--- src/rtl/vmc_pkg.sv ---
package vmc_pkg;
    localparam int UADDR_W = 10;
    localparam int GATE_W  = 3;
    localparam int RSEL_W  = 2;
    localparam int ALU_W   = 4;
    localparam int SRC_W   = 2;
    localparam int COND_W  = 3;

    typedef struct packed {
        logic [SRC_W-1:0]   src;
        logic [COND_W-1:0]  cond;
        logic               fin;
        logic [GATE_W-1:0]  outg;
        logic [GATE_W-1:0]  ing;
        logic [GATE_W-1:0]  misc;
        logic [RSEL_W-1:0]  rsel;
        logic [ALU_W-1:0]   alu;
        logic [UADDR_W-1:0] target;
    } uword_t;

    localparam logic [SRC_W-1:0] SRC_NEXT    = 2'b00;
    localparam logic [SRC_W-1:0] SRC_LOOKUP  = 2'b01;
    localparam logic [SRC_W-1:0] SRC_FETCH   = 2'b10;
    localparam logic [SRC_W-1:0] SRC_TARGET  = 2'b11;

    localparam logic [COND_W-1:0] C_ALWAYS   = 3'b000;
    localparam logic [COND_W-1:0] C_CON      = 3'b001;
    localparam logic [COND_W-1:0] C_NOTCON   = 3'b010;
    localparam logic [COND_W-1:0] C_ZERO     = 3'b011;
    localparam logic [COND_W-1:0] C_NONZERO  = 3'b100;
    localparam logic [COND_W-1:0] C_NEVER    = 3'b101;

    localparam int OUT_NONE  = 7;
    localparam int IN_NONE   = 6;
    localparam int MISC_NONE = 7;
    localparam int RSEL_NONE = 3;
    localparam int ALU_NONE  = 14;
    localparam logic [GATE_W-1:0] MISC_WAIT = 3'b001;
endpackage

--- src/rtl/vmc_onehot.sv ---
module vmc_onehot #(
    parameter int W    = 3,
    parameter int NONE = 7,
    parameter int MAXC = (1 << W) - 1
) (
    input  logic [W-1:0]        code,
    output logic [(1 << W)-1:0] strb
);
    localparam int N = 1 << W;

    for (genvar i = 0; i < N; i++) begin : g_bit
        if (i == NONE || i > MAXC) begin : g_off
            assign strb[i] = 1'b0;
        end else begin : g_on
            assign strb[i] = (code == W'(i));
        end
    end
endmodule

--- src/rtl/vmc_store.sv ---
module vmc_store
    import vmc_pkg::*;
#(
    parameter int FETCH_BASE = 100,
    parameter int ADD_BASE   = 200
) (
    input  logic [UADDR_W-1:0] addr,
    output uword_t             word
);
    function automatic uword_t mk(input logic [SRC_W-1:0] s, input logic [COND_W-1:0] c,
                                  input logic f, input int o, input int n, input int m,
                                  input int r, input int a, input int t);
        uword_t w;
        w.src    = s;
        w.cond   = c;
        w.fin    = f;
        w.outg   = GATE_W'(o);
        w.ing    = GATE_W'(n);
        w.misc   = GATE_W'(m);
        w.rsel   = RSEL_W'(r);
        w.alu    = ALU_W'(a);
        w.target = UADDR_W'(t);
        return w;
    endfunction

    always_comb begin
        case (addr)
            // fetch: address out and increment; Read split off because Cin shares misc
            UADDR_W'(FETCH_BASE):     word = mk(SRC_NEXT, C_NEVER, 1'b0, 0, 0, 5, RSEL_NONE, 3, 0);
            UADDR_W'(FETCH_BASE + 1): word = mk(SRC_NEXT, C_NEVER, 1'b0, 1, 1, 0, RSEL_NONE, ALU_NONE, 0);
            UADDR_W'(FETCH_BASE + 2): word = mk(SRC_LOOKUP, C_ALWAYS, 1'b0, 2, 2, 1, RSEL_NONE, ALU_NONE, 0);
            // add routine
            UADDR_W'(ADD_BASE):       word = mk(SRC_NEXT, C_NEVER, 1'b0, 3, 3, MISC_NONE, 1, ALU_NONE, 0);
            UADDR_W'(ADD_BASE + 1):   word = mk(SRC_NEXT, C_NEVER, 1'b0, 3, IN_NONE, 5, 2, 0, 0);
            UADDR_W'(ADD_BASE + 2):   word = mk(SRC_TARGET, C_ALWAYS, 1'b1, 1, 4, MISC_NONE, 0, ALU_NONE, FETCH_BASE);
            default:                  word = mk(SRC_FETCH, C_ALWAYS, 1'b0, OUT_NONE, IN_NONE, MISC_NONE,
                                                RSEL_NONE, ALU_NONE, 0);
        endcase
    end
endmodule

--- src/rtl/vmc_sequencer.sv ---
module vmc_sequencer
    import vmc_pkg::*;
#(
    parameter int OPC_W      = 5,
    parameter int ADD_OPCODE = 12,
    parameter int FETCH_BASE = 100,
    parameter int ADD_BASE   = 200
) (
    input  logic               clk,
    input  logic               rst,
    input  logic               mem_done,
    input  logic [OPC_W-1:0]   opcode,
    input  logic               cond_con,
    input  logic               cond_zero,
    input  logic [SRC_W-1:0]   src,
    input  logic [COND_W-1:0]  cond,
    input  logic               fin,
    input  logic               is_wait,
    input  logic [UADDR_W-1:0] target,
    output logic [UADDR_W-1:0] upc
);
    typedef struct packed {
        logic [UADDR_W-1:0] upc;
    } seq_t;

    seq_t s_d, s_q;
    logic [UADDR_W-1:0] inc, lookup, chosen;
    logic take, hold;

    always_comb begin
        inc    = s_q.upc + UADDR_W'(1);
        lookup = (opcode == OPC_W'(ADD_OPCODE)) ? UADDR_W'(ADD_BASE) : UADDR_W'(FETCH_BASE);
        case (src)
            SRC_NEXT:   chosen = inc;
            SRC_LOOKUP: chosen = lookup;
            SRC_FETCH:  chosen = UADDR_W'(FETCH_BASE);
            default:    chosen = target;
        endcase
        case (cond)
            C_ALWAYS:  take = 1'b1;
            C_CON:     take = cond_con;
            C_NOTCON:  take = !cond_con;
            C_ZERO:    take = cond_zero;
            C_NONZERO: take = !cond_zero;
            default:   take = 1'b0;
        endcase
        hold = is_wait && !mem_done;
        s_d  = s_q;
        if (!hold) s_d.upc = take ? chosen : inc;
    end

    always_ff @(posedge clk) begin
        if (rst) s_q.upc <= UADDR_W'(FETCH_BASE);
        else     s_q <= s_d;
    end

    assign upc = s_q.upc;

    a_r4_wait_hold: assert property (@(posedge clk) disable iff (rst)
        (is_wait && !mem_done) |=> (upc == $past(upc)));

    a_r3_sequential: assert property (@(posedge clk) disable iff (rst)
        (cond == C_NEVER && !is_wait) |=> (upc == $past(upc) + UADDR_W'(1)));

    a_r7_end_returns: assert property (@(posedge clk) disable iff (rst)
        fin |=> (upc == UADDR_W'(FETCH_BASE)));

    a_r5_lookup_add: assert property (@(posedge clk) disable iff (rst)
        (src == SRC_LOOKUP && cond == C_ALWAYS && !hold && opcode == OPC_W'(ADD_OPCODE))
        |=> (upc == UADDR_W'(ADD_BASE)));
endmodule

--- src/rtl/vmc_control_unit.sv ---
module vmc_control_unit
    import vmc_pkg::*;
#(
    parameter int OPC_W      = 5,
    parameter int ADD_OPCODE = 12,
    parameter int FETCH_BASE = 100,
    parameter int ADD_BASE   = 200
) (
    input  logic                   clk,
    input  logic                   rst,
    input  logic                   mem_done,
    input  logic [OPC_W-1:0]       opcode,
    input  logic                   cond_con,
    input  logic                   cond_zero,
    output logic [(1<<GATE_W)-1:0] out_strb,
    output logic [(1<<GATE_W)-1:0] in_strb,
    output logic [(1<<GATE_W)-1:0] misc_strb,
    output logic [(1<<RSEL_W)-1:0] rsel_strb,
    output logic [(1<<ALU_W)-1:0]  alu_strb,
    output logic                   end_o
);
    logic [UADDR_W-1:0] upc;
    uword_t             word;

    vmc_store #(.FETCH_BASE(FETCH_BASE), .ADD_BASE(ADD_BASE)) store_i (
        .addr (upc),
        .word (word)
    );

    vmc_sequencer #(
        .OPC_W(OPC_W), .ADD_OPCODE(ADD_OPCODE),
        .FETCH_BASE(FETCH_BASE), .ADD_BASE(ADD_BASE)
    ) seq_i (
        .clk       (clk),
        .rst       (rst),
        .mem_done  (mem_done),
        .opcode    (opcode),
        .cond_con  (cond_con),
        .cond_zero (cond_zero),
        .src       (word.src),
        .cond      (word.cond),
        .fin       (word.fin),
        .is_wait   (word.misc == MISC_WAIT),
        .target    (word.target),
        .upc       (upc)
    );

    vmc_onehot #(.W(GATE_W), .NONE(OUT_NONE)) dec_out_i (.code(word.outg), .strb(out_strb));
    vmc_onehot #(.W(GATE_W), .NONE(IN_NONE), .MAXC(5)) dec_in_i (.code(word.ing), .strb(in_strb));
    vmc_onehot #(.W(GATE_W), .NONE(MISC_NONE)) dec_misc_i (.code(word.misc), .strb(misc_strb));
    vmc_onehot #(.W(RSEL_W), .NONE(RSEL_NONE)) dec_rsel_i (.code(word.rsel), .strb(rsel_strb));
    vmc_onehot #(.W(ALU_W), .NONE(ALU_NONE)) dec_alu_i (.code(word.alu), .strb(alu_strb));

    assign end_o = word.fin;

    a_r2_out_onehot:  assert property (@(posedge clk) disable iff (rst) $onehot0(out_strb));
    a_r2_in_onehot:   assert property (@(posedge clk) disable iff (rst) $onehot0(in_strb));
    a_r2_misc_onehot: assert property (@(posedge clk) disable iff (rst) $onehot0(misc_strb));
    a_r2_rsel_onehot: assert property (@(posedge clk) disable iff (rst) $onehot0(rsel_strb));
    a_r2_alu_onehot:  assert property (@(posedge clk) disable iff (rst) $onehot0(alu_strb));
    a_r7_end_fetch:   assert property (@(posedge clk) disable iff (rst)
        end_o |=> (in_strb[0] && out_strb[0]));
endmodule

--- config.mk ---
export PLATFORM = sky130hd
export DESIGN_NAME = vmc_control_unit
export DESIGN_NICKNAME = d
export VERILOG_FILES = /design/src/rtl/vmc_pkg.sv /design/src/rtl/vmc_onehot.sv /design/src/rtl/vmc_store.sv /design/src/rtl/vmc_sequencer.sv /design/src/rtl/vmc_control_unit.sv
export SDC_FILE = /design/constraint.sdc
export NUM_CORES = 1
export LEC_CHECK = 0
export CELL_PAD_IN_SITES_DETAIL_PLACEMENT = 1
export CELL_PAD_IN_SITES_GLOBAL_PLACEMENT = 1
export CORE_ASPECT_RATIO = 0.6
export CORE_MARGIN = 10
export CORE_UTILIZATION = 26
export DETAILED_ROUTE_END_ITERATION = 7
export GPL_TIMING_DRIVEN = 0
export PLACE_DENSITY_LB_ADDON = 0.05
export SETUP_SLACK_MARGIN = 0.15
export SLEW_MARGIN = 0
export SYNTH_ARGS = -nofsm -noshare
export SYNTH_HDL_FRONTEND = slang
export SYNTH_SLANG_ARGS = --single-unit
--- constraint.sdc ---
create_clock -name clk -period 2 [get_ports clk]
set_input_delay 0.4 -clock clk [delete_from_list [all_inputs] [get_ports clk]]
set_output_delay 0.4 -clock clk [all_outputs]
set_load 0.005 [all_outputs]
==> results of run 1 <==
==> layout make-up <==
type                            count  share of cell area (%)
Multi-Input combinational cell    100                    43.6
Timing Repair Buffer               58                    24.3
Buffer                             33                    14.4
Sequential cell                    10                    11.1
Tap cell                           45                    2.95
Clock buffer                        4                    2.89
Inverter                            2                   0.656
==> power by group through the flow <==
stage | combinational (mW) | sequential [mW] | clock, mW
2_1_floorplan | 0.0775 | 0.210 | 0
3_3_place_gp | 0.104 | 0.211 | 0
3_5_place_dp | 0.105 | 0.211 | 0
4_1_cts | 0.131 | 0.205 | 0.269
5_1_grt | 0.172 | 0.206 | 0.281
6_report | 0.160 | 0.206 | 0.264
==> what timing repair did <==
action,in CTS,in global routing
pin swaps,15,13
resized for setup,129,22
endpoints found under the setup margin,20,20
buffers inserted,24,8
gates cloned,0,0
==> worst paths after layout <==
path,from,endpoint
worst min-delay path,seq_i.upc[1],seq_i.upc[1]
worst min register to register,seq_i.upc[1],seq_i.upc[1]
worst max-delay path,seq_i.upc[1],out_strb[0]
worst max register to register,seq_i.upc[0],seq_i.upc[3]
==> cells in the final DEF, fill, tap and decap left out, drive strengths merged <==
cell type,netlist,final
clkbuf,2,6
inv,2,2
nand3,4,4
nor4b,3,3
nor4,5,5
or3,1,1
and4bb,2,2
nand2,7,7
nor2,8,8
clkdlybuf4s50,0,7
a31oi,1,1
or2,1,1
ha,4,4
buf,31,81
a21oi,7,7
xor2,2,2
a41o,1,1
clkdlybuf4s15,0,1
and2,2,2
a211oi,1,1
dfxtp,10,10
a21boi,1,1
conb,2,30
nor3,10,10
or4,1,1
mux2i,1,1
o21ai,4,4
o21a,3,3
and2b,1,1
==> worst register-to-register path: stages, from the launching register on <==
cell and delay [ps]:
dfxtp_4 380, inv_4 50, ha_4 150, buf_6 140
buf_6 120, o21ai_4 170, buf_4 140, buf_4 100
buf_6 120, nor2_1 70, o21ai_0 210, a21boi_1 100
==> cells by family (layout without fill, tap and decap cells) <==
| kind of cell | Yosys count | count (layout) | share of synthesized area [%] |
|---|---|---|---|
| and+or+nand+nor | 45 | 45 | 31.2 |
| adders and majority gates | 4 | 4 | 5.23 |
| DFF | 10 | 10 | 20.9 |
| other | 2 | 30 | 0.785 |
| AOI/OAI and AO/OA | 18 | 18 | 12.5 |
| buffers and inverters | 35 | 97 | 26.4 |
| xor gates and xnor gates | 2 | 2 | 1.83 |
| muxes | 1 | 1 | 1.05 |
==> metrics by stage <==
stage,utilization (%),instance area [um^2]
floorplan,-,1060
global placement,40.5,1380
detailed placement,40.5,1380
CTS,51.7,1760
global route,56.0,1910
finish,56.0,1910
==> metal layers <==
layer,global-route usage [%],vias up,wire (um)
met5,0,-,0
met4,2.67,0,53
met3,4.74,9,337
met2,21.2,44,2310
met1,12.8,555,1910
li1,-,528,-
==> impl_metrics.yaml, run 1 <==
synth:
  synth_cells: 117
  synth_commonest_cells: "buf_4 (28), dfxtp_1 (10), nor3_1 (9)"
  netlist.area_leader.share_pct: 22.0
  syn_area_um2: 957
  async_flop_share_pct: 0
  ys_seq_elements: 10
  ys.flop_type: "dfxtp_1"
  yosys_warnings: 0
  ys_seq_area_share_pct: 20.9
  netlist_top_cells_area: "buf_4 (22%), dfxtp_1 (21%), ha_1 (5.2%), nor3_1 (4.7%), a21oi_1 (3.1%)"
  synth_edf_count: 0
  synth.most_common_cell: "buf_4"
  yosysUniqueCellTypes: 39
  synth_top_cell_by_area: "buf_4"
  postSynthAreaPerCell_um2: 8.18
die:
  io_pins: 55
  start_util_pct: 28.1
  rows: 16
  die_h_um: 67
  fp.dieW_um: 98.3
  core_area_um2: 3400
  fp.dieArea_um2: 6590
outcome:
  status: "finished with violations"
  violations: "negative setup slack"
cts:
  ctsHoldBuffers: 0
  insertion_delay_ps: 250
  cts.path.max_buffers: 2
  clkTransAtPathRegs_ps: 50
  htreeDepth: 1
  cts-buffers-inserted: 3
  cts-root-buf: "clkbuf_8"
  cts_tree: "done"
  clkSinkCount: 10
worst_setup_path:
  cp.depth: 7
  critical-path-top-delay-family: "buffers and inverters"
  endpoint_kind: "output port"
  regToRegSetupSlack_ps: 140
  worstPathMaxFanout: 7
  r2r_cells: 11
  worstSetupPathType: "reg2out"
  crit_path_start_kind: "flip-flop"
  cpPeakStageDelay_ps: 360
  path_cells: "inv_4 -> ha_4 -> buf_6 -> buf_4 -> nand2_2 -> nor4_1 -> clkdlybuf4s15_2"
  crit_slowest_cell: "dfxtp_4"
  cp_num_buf_inv: 4
  crit_required_ps: 1600
  cp.arrival_ps: 1760
finish:
  fin_nets: 222
  fillers: 400
  seqCellArea_um2: 211
  diodes: 0
  multiInputGateArea_um2: 832
  largest-register: "seq_i.upc"
  instances_no_fill: 252
  area_growth_pct: 99.2
  reg_top3: "seq_i.upc x10"
  largest_reg_flops: 10
  drive_gt1_share_pct: 64.7
global_routing:
  gr-total-overflow: 0
  grt_max_degree: 11
  track_usage_pct: 11.8
  first_global_vias: 1205
  grt_pass1_wl_um: 6270
  antenna_found_initial: 0
drt:
  drt_iter0_drc: 61
  ant_nets: 0
  vias: 1136
  wl_per_cell_um: 18.3
  route.detailed.drc: 0
  drt_pass1_iterations: 4
  vias_per_cell: 4.51
  wl_um: 4610
power:
  pwr-share-clk_pct: 41.9
  ir_drop_mv: 0.270
  total_power_mw: 0.630
  p_leak_nw: 0.871
  combPwrFrac_pct: 25.5
  pwr-share-seq_pct: 32.6
  p_int_mw: 0.464
  pwr_density_cell_nw_per_um2: 330
  swShare_pct: 26.3
  netSwitchingPower_mw: 0.166
place:
  io_buffer_count: 26
  dp_hpwl_um: 2560
  place_congestion: 0.784
  pre_cts_ws_ps: -643
  placedCellCount: 216
sta:
  fmax_mhz: 462
  timing.final.crit_share_pct: 108
  layout_setup_ws_ps: -162
  finalSetupViolations: 7
  slew_viol_final: 0
  final.setup_skew_ps: 4.45
  hold_viol_final: 0
  fin_crit_ps: 2160
  fin_tns_setup_ps: -490
  whs_ps: 658
  rsz0062_at_grt: "true"
run:
  maxCapViolations: 0
worst_hold_path:
  min_path_cells: 3
  hold_class: "reg2reg"
No activity file was read; power rests on OpenSTA's default activity.
==> inputs of run 2 (changes only) <==
--- a/config.mk
+++ b/config.mk
@@ -8,7 +8,7 @@
 export CELL_PAD_IN_SITES_DETAIL_PLACEMENT = 1
 export CELL_PAD_IN_SITES_GLOBAL_PLACEMENT = 1
 export CORE_ASPECT_RATIO = 0.6
-export CORE_MARGIN = 10
+export CORE_MARGIN = 1.5
 export CORE_UTILIZATION = 26
 export DETAILED_ROUTE_END_ITERATION = 7
 export GPL_TIMING_DRIVEN = 0
==> impl_metrics.yaml, run 2 (synthesized netlist as in run 1, its figures left out) <==
finish:
  diodes: 0
  largest_reg_flops: 10
  largest-register: "seq_i.upc"
  drive_gt1_share_pct: 66.5
  area_growth_pct: 120
  final_common_cell: "buf_4"
  reg_top3: "seq_i.upc x10"
  final_cell_mix: "buf_4 (57), conb_1 (30), buf_6 (21), buf_2 (15), clkdlybuf4s50_1 (7)"
  stdcell_area_um2: 2100
  fin_nets: 236
die:
  io_pins: 55
  fp.dieW_um: 81.3
  start_util_pct: 28.3
  core_area_um2: 3380
  fp.dieArea_um2: 4070
  rows: 16
  die_h_um: 50
cts:
  htreeDepth: 1
  cts-root-buf: "clkbuf_8"
  cts-buffers-inserted: 3
  clkTransAtPathRegs_ps: 60
  clkSinkCount: 10
  ctsHoldBuffers: 0
  cts_tree: "done"
  cts.path.max_buffers: 2
  insertion_delay_ps: 250
sta:
  hold_viol_final: 0
  whs_ps: 652
  finalSetupViolations: 16
  slew_viol_final: 0
  fin_crit_ps: 2170
  final.setup_skew_ps: 8.15
  timing.final.crit_share_pct: 108
  rsz0062_at_grt: "true"
  layout_setup_ws_ps: -167
  fmax_mhz: 461
power:
  total_power_mw: 0.640
  pwr_density_cell_nw_per_um2: 305
  p_leak_nw: 0.982
  netSwitchingPower_mw: 0.179
  p_int_mw: 0.462
  pwr-share-seq_pct: 32.0
  swShare_pct: 27.9
  pwr-share-clk_pct: 42.5
  combPwrFrac_pct: 25.5
  ir_drop_mv: 0.318
drt:
  route.detailed.drc: 0
  vias: 1214
  vias_per_cell: 4.56
  ant_nets: 0
  wl_um: 5150
  drt_pass1_iterations: 4
  wl_per_cell_um: 19.4
  drt_iter0_drc: 41
worst_hold_path:
  hold_class: "reg2reg"
  min_path_cells: 3
worst_setup_path:
  endpoint_kind: "output port"
  crit_required_ps: 1600
  path_cells: "buf_6 -> ha_4 -> clkbuf_16 -> nor4b_4 -> a31oi_1 -> nor3_1 -> buf_2"
  critical-path-top-delay-family: "simple AND/OR/NAND/NOR gates"
  cp_num_buf_inv: 3
  cpPeakStageDelay_ps: 350
  crit_slowest_cell: "dfxtp_4"
  crit_path_start_kind: "flip-flop"
  r2r_cells: 10
  worstSetupPathType: "reg2out"
  cp.arrival_ps: 1770
  worstPathMaxFanout: 5
  cp.depth: 7
global_routing:
  grt_use_met3_pct: 4.81
  antenna_found_initial: 0
  first_global_vias: 1117
  grt_util_met1_pct: 23.0
  track_usage_pct: 20.1
  top_usage_layer: "met2"
  grt_pass1_wl_um: 5840
  gr-total-overflow: 0
  met2_usage_pct: 36.1
  grt_max_degree: 11
place:
  dp_hpwl_um: 2120
  place_area_um2: 1380
  io_buffer_count: 26
  place_congestion: 0.804
run:
  maxCapViolations: 0
outcome:
  status: "finished with violations"
  violations: "negative setup slack"
## run 2: cell count changes in the layout (fill, tap and decap cells not counted), moves of 2 or more
cell | previous run | this run
buf_6 | 16 | 21
nor4_1 | 3 | 0
buf_8 | 0 | 2
clkbuf_16 | 0 | 2
clkbuf_8 | 6 | 4
nor4_4 | 2 | 5
buf_4 | 50 | 57
nand2_2 | 4 | 2
## run 2: timing repair
item                       in CTS  in global routing
setup endpoints to repair      20                 21
gates cloned                    1                  0
pin swaps                      15                 15
resized for setup             133                 29
setup buffers                  27                 18
## run 2: per-stage QoR
step | utilization [%] | setup TNS [ps] | worst slack, ps | std cells
6_report | 62.1 | -1280 | -167 | 266
5_1_grt | 62.1 | -2370 | -226 | 266
4_1_cts | 54.2 | -445 | -127 | 248
3_5_place_dp | 40.8 | -6100 | -605 | 216
3_3_place_gp | 40.8 | -5190 | -569 | 216
2_1_floorplan | - | 0 | 174 | 145
## run 2: worst paths after layout
check	end	slack, ps	from
worst max-delay path	in_strb[3]	-170	seq_i.upc[1]
worst min-delay path	seq_i.upc[1]	650	seq_i.upc[1]
worst max register to register	seq_i.upc[2]	160	seq_i.upc[0]
worst min register to register	seq_i.upc[1]	650	seq_i.upc[1]
## run 2: cell type report
class / instances / area [um^2]
Tap cell: 45 / 56.3
Inverter: 2 / 10.0
Sequential cell: 10 / 211
Timing Repair Buffer: 72 / 601
Multi-Input combinational cell: 100 / 871
Buffer: 33 / 298
Clock buffer: 4 / 55.1
Fill cell: 394 / 1280
## run 2: worst min-delay path, delay by kind of cell, from the launching register on
kind / cells / cell delay, ps
flip-flops: 1 / 350
AND/OR/NAND/NOR: 1 / 70
buffers and inverters: 1 / 120
AO/OA/AOI/OAI: 1 / 60
## run 2: power by group through the flow
stage / registers [mW] / logic, mW / clock network, mW
2_1_floorplan: 0.210 / 0.0775 / 0
4_1_cts: 0.205 / 0.128 / 0.265
3_3_place_gp: 0.211 / 0.103 / 0
6_report: 0.205 / 0.163 / 0.272
5_1_grt: 0.205 / 0.173 / 0.283
3_5_place_dp: 0.211 / 0.104 / 0
## run 2: per-layer routing
metal	vias up	wire length (um)
met5	-	0
met4	0	64
met3	10	248
met2	52	2630
met1	596	2210
li1	556	-
==> inputs of run 3 (changes only) <==
--- a/config.mk
+++ b/config.mk
@@ -5,11 +5,9 @@
 export SDC_FILE = /design/constraint.sdc
 export NUM_CORES = 1
 export LEC_CHECK = 0
-export CELL_PAD_IN_SITES_DETAIL_PLACEMENT = 1
-export CELL_PAD_IN_SITES_GLOBAL_PLACEMENT = 1
 export CORE_ASPECT_RATIO = 0.6
 export CORE_MARGIN = 1.5
-export CORE_UTILIZATION = 26
+export CORE_UTILIZATION = 38
 export DETAILED_ROUTE_END_ITERATION = 7
 export GPL_TIMING_DRIVEN = 0
 export PLACE_DENSITY_LB_ADDON = 0.05
==> impl_metrics.yaml, run 3 (synthesized netlist as in run 1, its figures left out) <==
outcome:
  status: "finished with violations"
  violations: "negative setup slack"
power:
  pwr_density_cell_nw_per_um2: 314
  ir_drop_mv: 0.371
  p_leak_nw: 1.00
  total_power_mw: 0.664
place:
  dp_hpwl_um: 1880
  place_area_um2: 1360
  place_congestion: 0.828
  io_buffer_count: 26
  placedCellCount: 201
  pre_cts_ws_ps: -541
finish:
  final_cell_mix: "buf_4 (60), conb_1 (30), buf_6 (17), buf_2 (15)"
  stdcell_area_um2: 2120
  fin_util_pct: 92.9
  final_common_cell: "buf_4"
  instances_no_fill: 252
  reg_top3: "seq_i.upc x10"
  diodes: 0
  largest-register: "seq_i.upc"
  fin_nets: 237
  fillers: 70
  area_growth_pct: 121
  largest_reg_flops: 10
  drive_gt1_share_pct: 68.9
cts:
  cts-root-buf: "clkbuf_8"
  htreeDepth: 1
  clkTransAtPathRegs_ps: 60
  cts-buffers-inserted: 3
  cts.path.max_buffers: 2
  clkSinkCount: 10
  cts_tree: "done"
  insertion_delay_ps: 260
drt:
  wl_per_cell_um: 21.5
  wl_um: 5430
  route.detailed.drc: 0
  ant_nets: 0
  vias_per_cell: 5.50
  drt_pass1_iterations: 5
  drt_iter0_drc: 93
  vias: 1385
die:
  fp.dieArea_um2: 2840
  die_h_um: 41.9
  rows: 13
  io_pins: 55
  start_util_pct: 42.0
  fp.dieW_um: 67.8
  core_area_um2: 2280
sta:
  fin_tns_setup_ps: -1410
  hold_viol_final: 0
  slew_viol_final: 0
  whs_ps: 687
  final.setup_skew_ps: 14.3
  rsz0062_at_grt: "true"
  finalSetupViolations: 16
  timing.final.crit_share_pct: 111
  layout_setup_ws_ps: -221
  fin_crit_ps: 2220
  fmax_mhz: 450
global_routing:
  first_global_vias: 1146
  gr-total-overflow: 0
  antenna_found_initial: 0
  track_usage_pct: 28.4
  grt_max_degree: 8
  grt_pass1_wl_um: 5850
worst_setup_path:
  path_cells: "and4bb_2 -> nand2_2 -> buf_4 -> nor4b_4 -> a31oi_2 -> nor3_2 -> buf_2"
  critical-path-top-delay-family: "simple AND/OR/NAND/NOR gates"
  rr_endpoint: "seq_i.upc[2]"
  r2r_cells: 9
  crit_path_start_kind: "flip-flop"
  regToRegSetupSlack_ps: -60
  cp_num_buf_inv: 2
  reg2reg_from: "seq_i.upc[1]"
  crit_slowest_cell: "dfxtp_2"
  worstPathMaxFanout: 3
  crit_required_ps: 1600
  cpPeakStageDelay_ps: 330
  cp.arrival_ps: 1820
  worstSetupPathType: "reg2out"
  cp.depth: 7
  endpoint_kind: "output port"
worst_hold_path:
  hold_class: "reg2reg"
  worstHoldStart: "seq_i.upc[1]"
  min_path_cells: 3
  min_to: "seq_i.upc[1]"
run:
  maxCapViolations: 0
run 3: cell count changes in the layout (fill, tap and decap cells not counted), sizes merged:
cell           delta
clkbuf            +1
clkdlybuf4s15     +1
dlygate4sd2       -1
run 3: layer usage:
layer / track usage [%] / vias up / wire, um
met3: 10.6 / 50 / 661
met1: 34.9 / 637 / 1950
met2: 44.9 / 140 / 2330
met5: 0 / - / 0
met4: 10.4 / 0 / 486
li1: - / 558 / -
run 3: tightest hold or removal path: stages, from the launching register on:
cell     delay (ps)
dfxtp_4         370
buf_4           140
nand2_1          80
a21oi_2          60
run 3: how the worst max path moves through the flow:
stage / endpoint / from
after floorplan: in_strb[3] / seq_i.upc[0]
after global placement: in_strb[3] / seq_i.upc[0]
after detailed placement: in_strb[3] / seq_i.upc[0]
after CTS: in_strb[3] / seq_i.upc[0]
after global routing: in_strb[3] / seq_i.upc[5]
final: in_strb[3] / seq_i.upc[5]
run 3: cell type report:
class	instances	area (um^2)	share of cell area (%)
Multi-Input combinational cell	100	893	42.2
Tap cell	30	37.5	1.77
Timing Repair Buffer	73	606	28.6
Inverter	2	12.5	0.591
Buffer	33	298	14.1
Clock buffer	4	55.1	2.60
Sequential cell	10	214	10.1
run 3: power by group:
group / leakage [nW] / internal, mW / switching, mW / total [mW]
clock network: 0.0288 / 0.174 / 0.103 / 0.277
registers: 0.0833 / 0.202 / 0.00504 / 0.207
logic: 0.890 / 0.0947 / 0.0845 / 0.179
total: 1.00 / 0.471 / 0.193 / 0.664
run 3: what timing repair did:
action / 4_1_cts / 5_1_grt
hold buffers: 0 / 0
pin swaps: 17 / 18
buffers inserted: 31 / 16
gates resized for setup: 135 / 34
setup endpoints to repair: 19 / 19
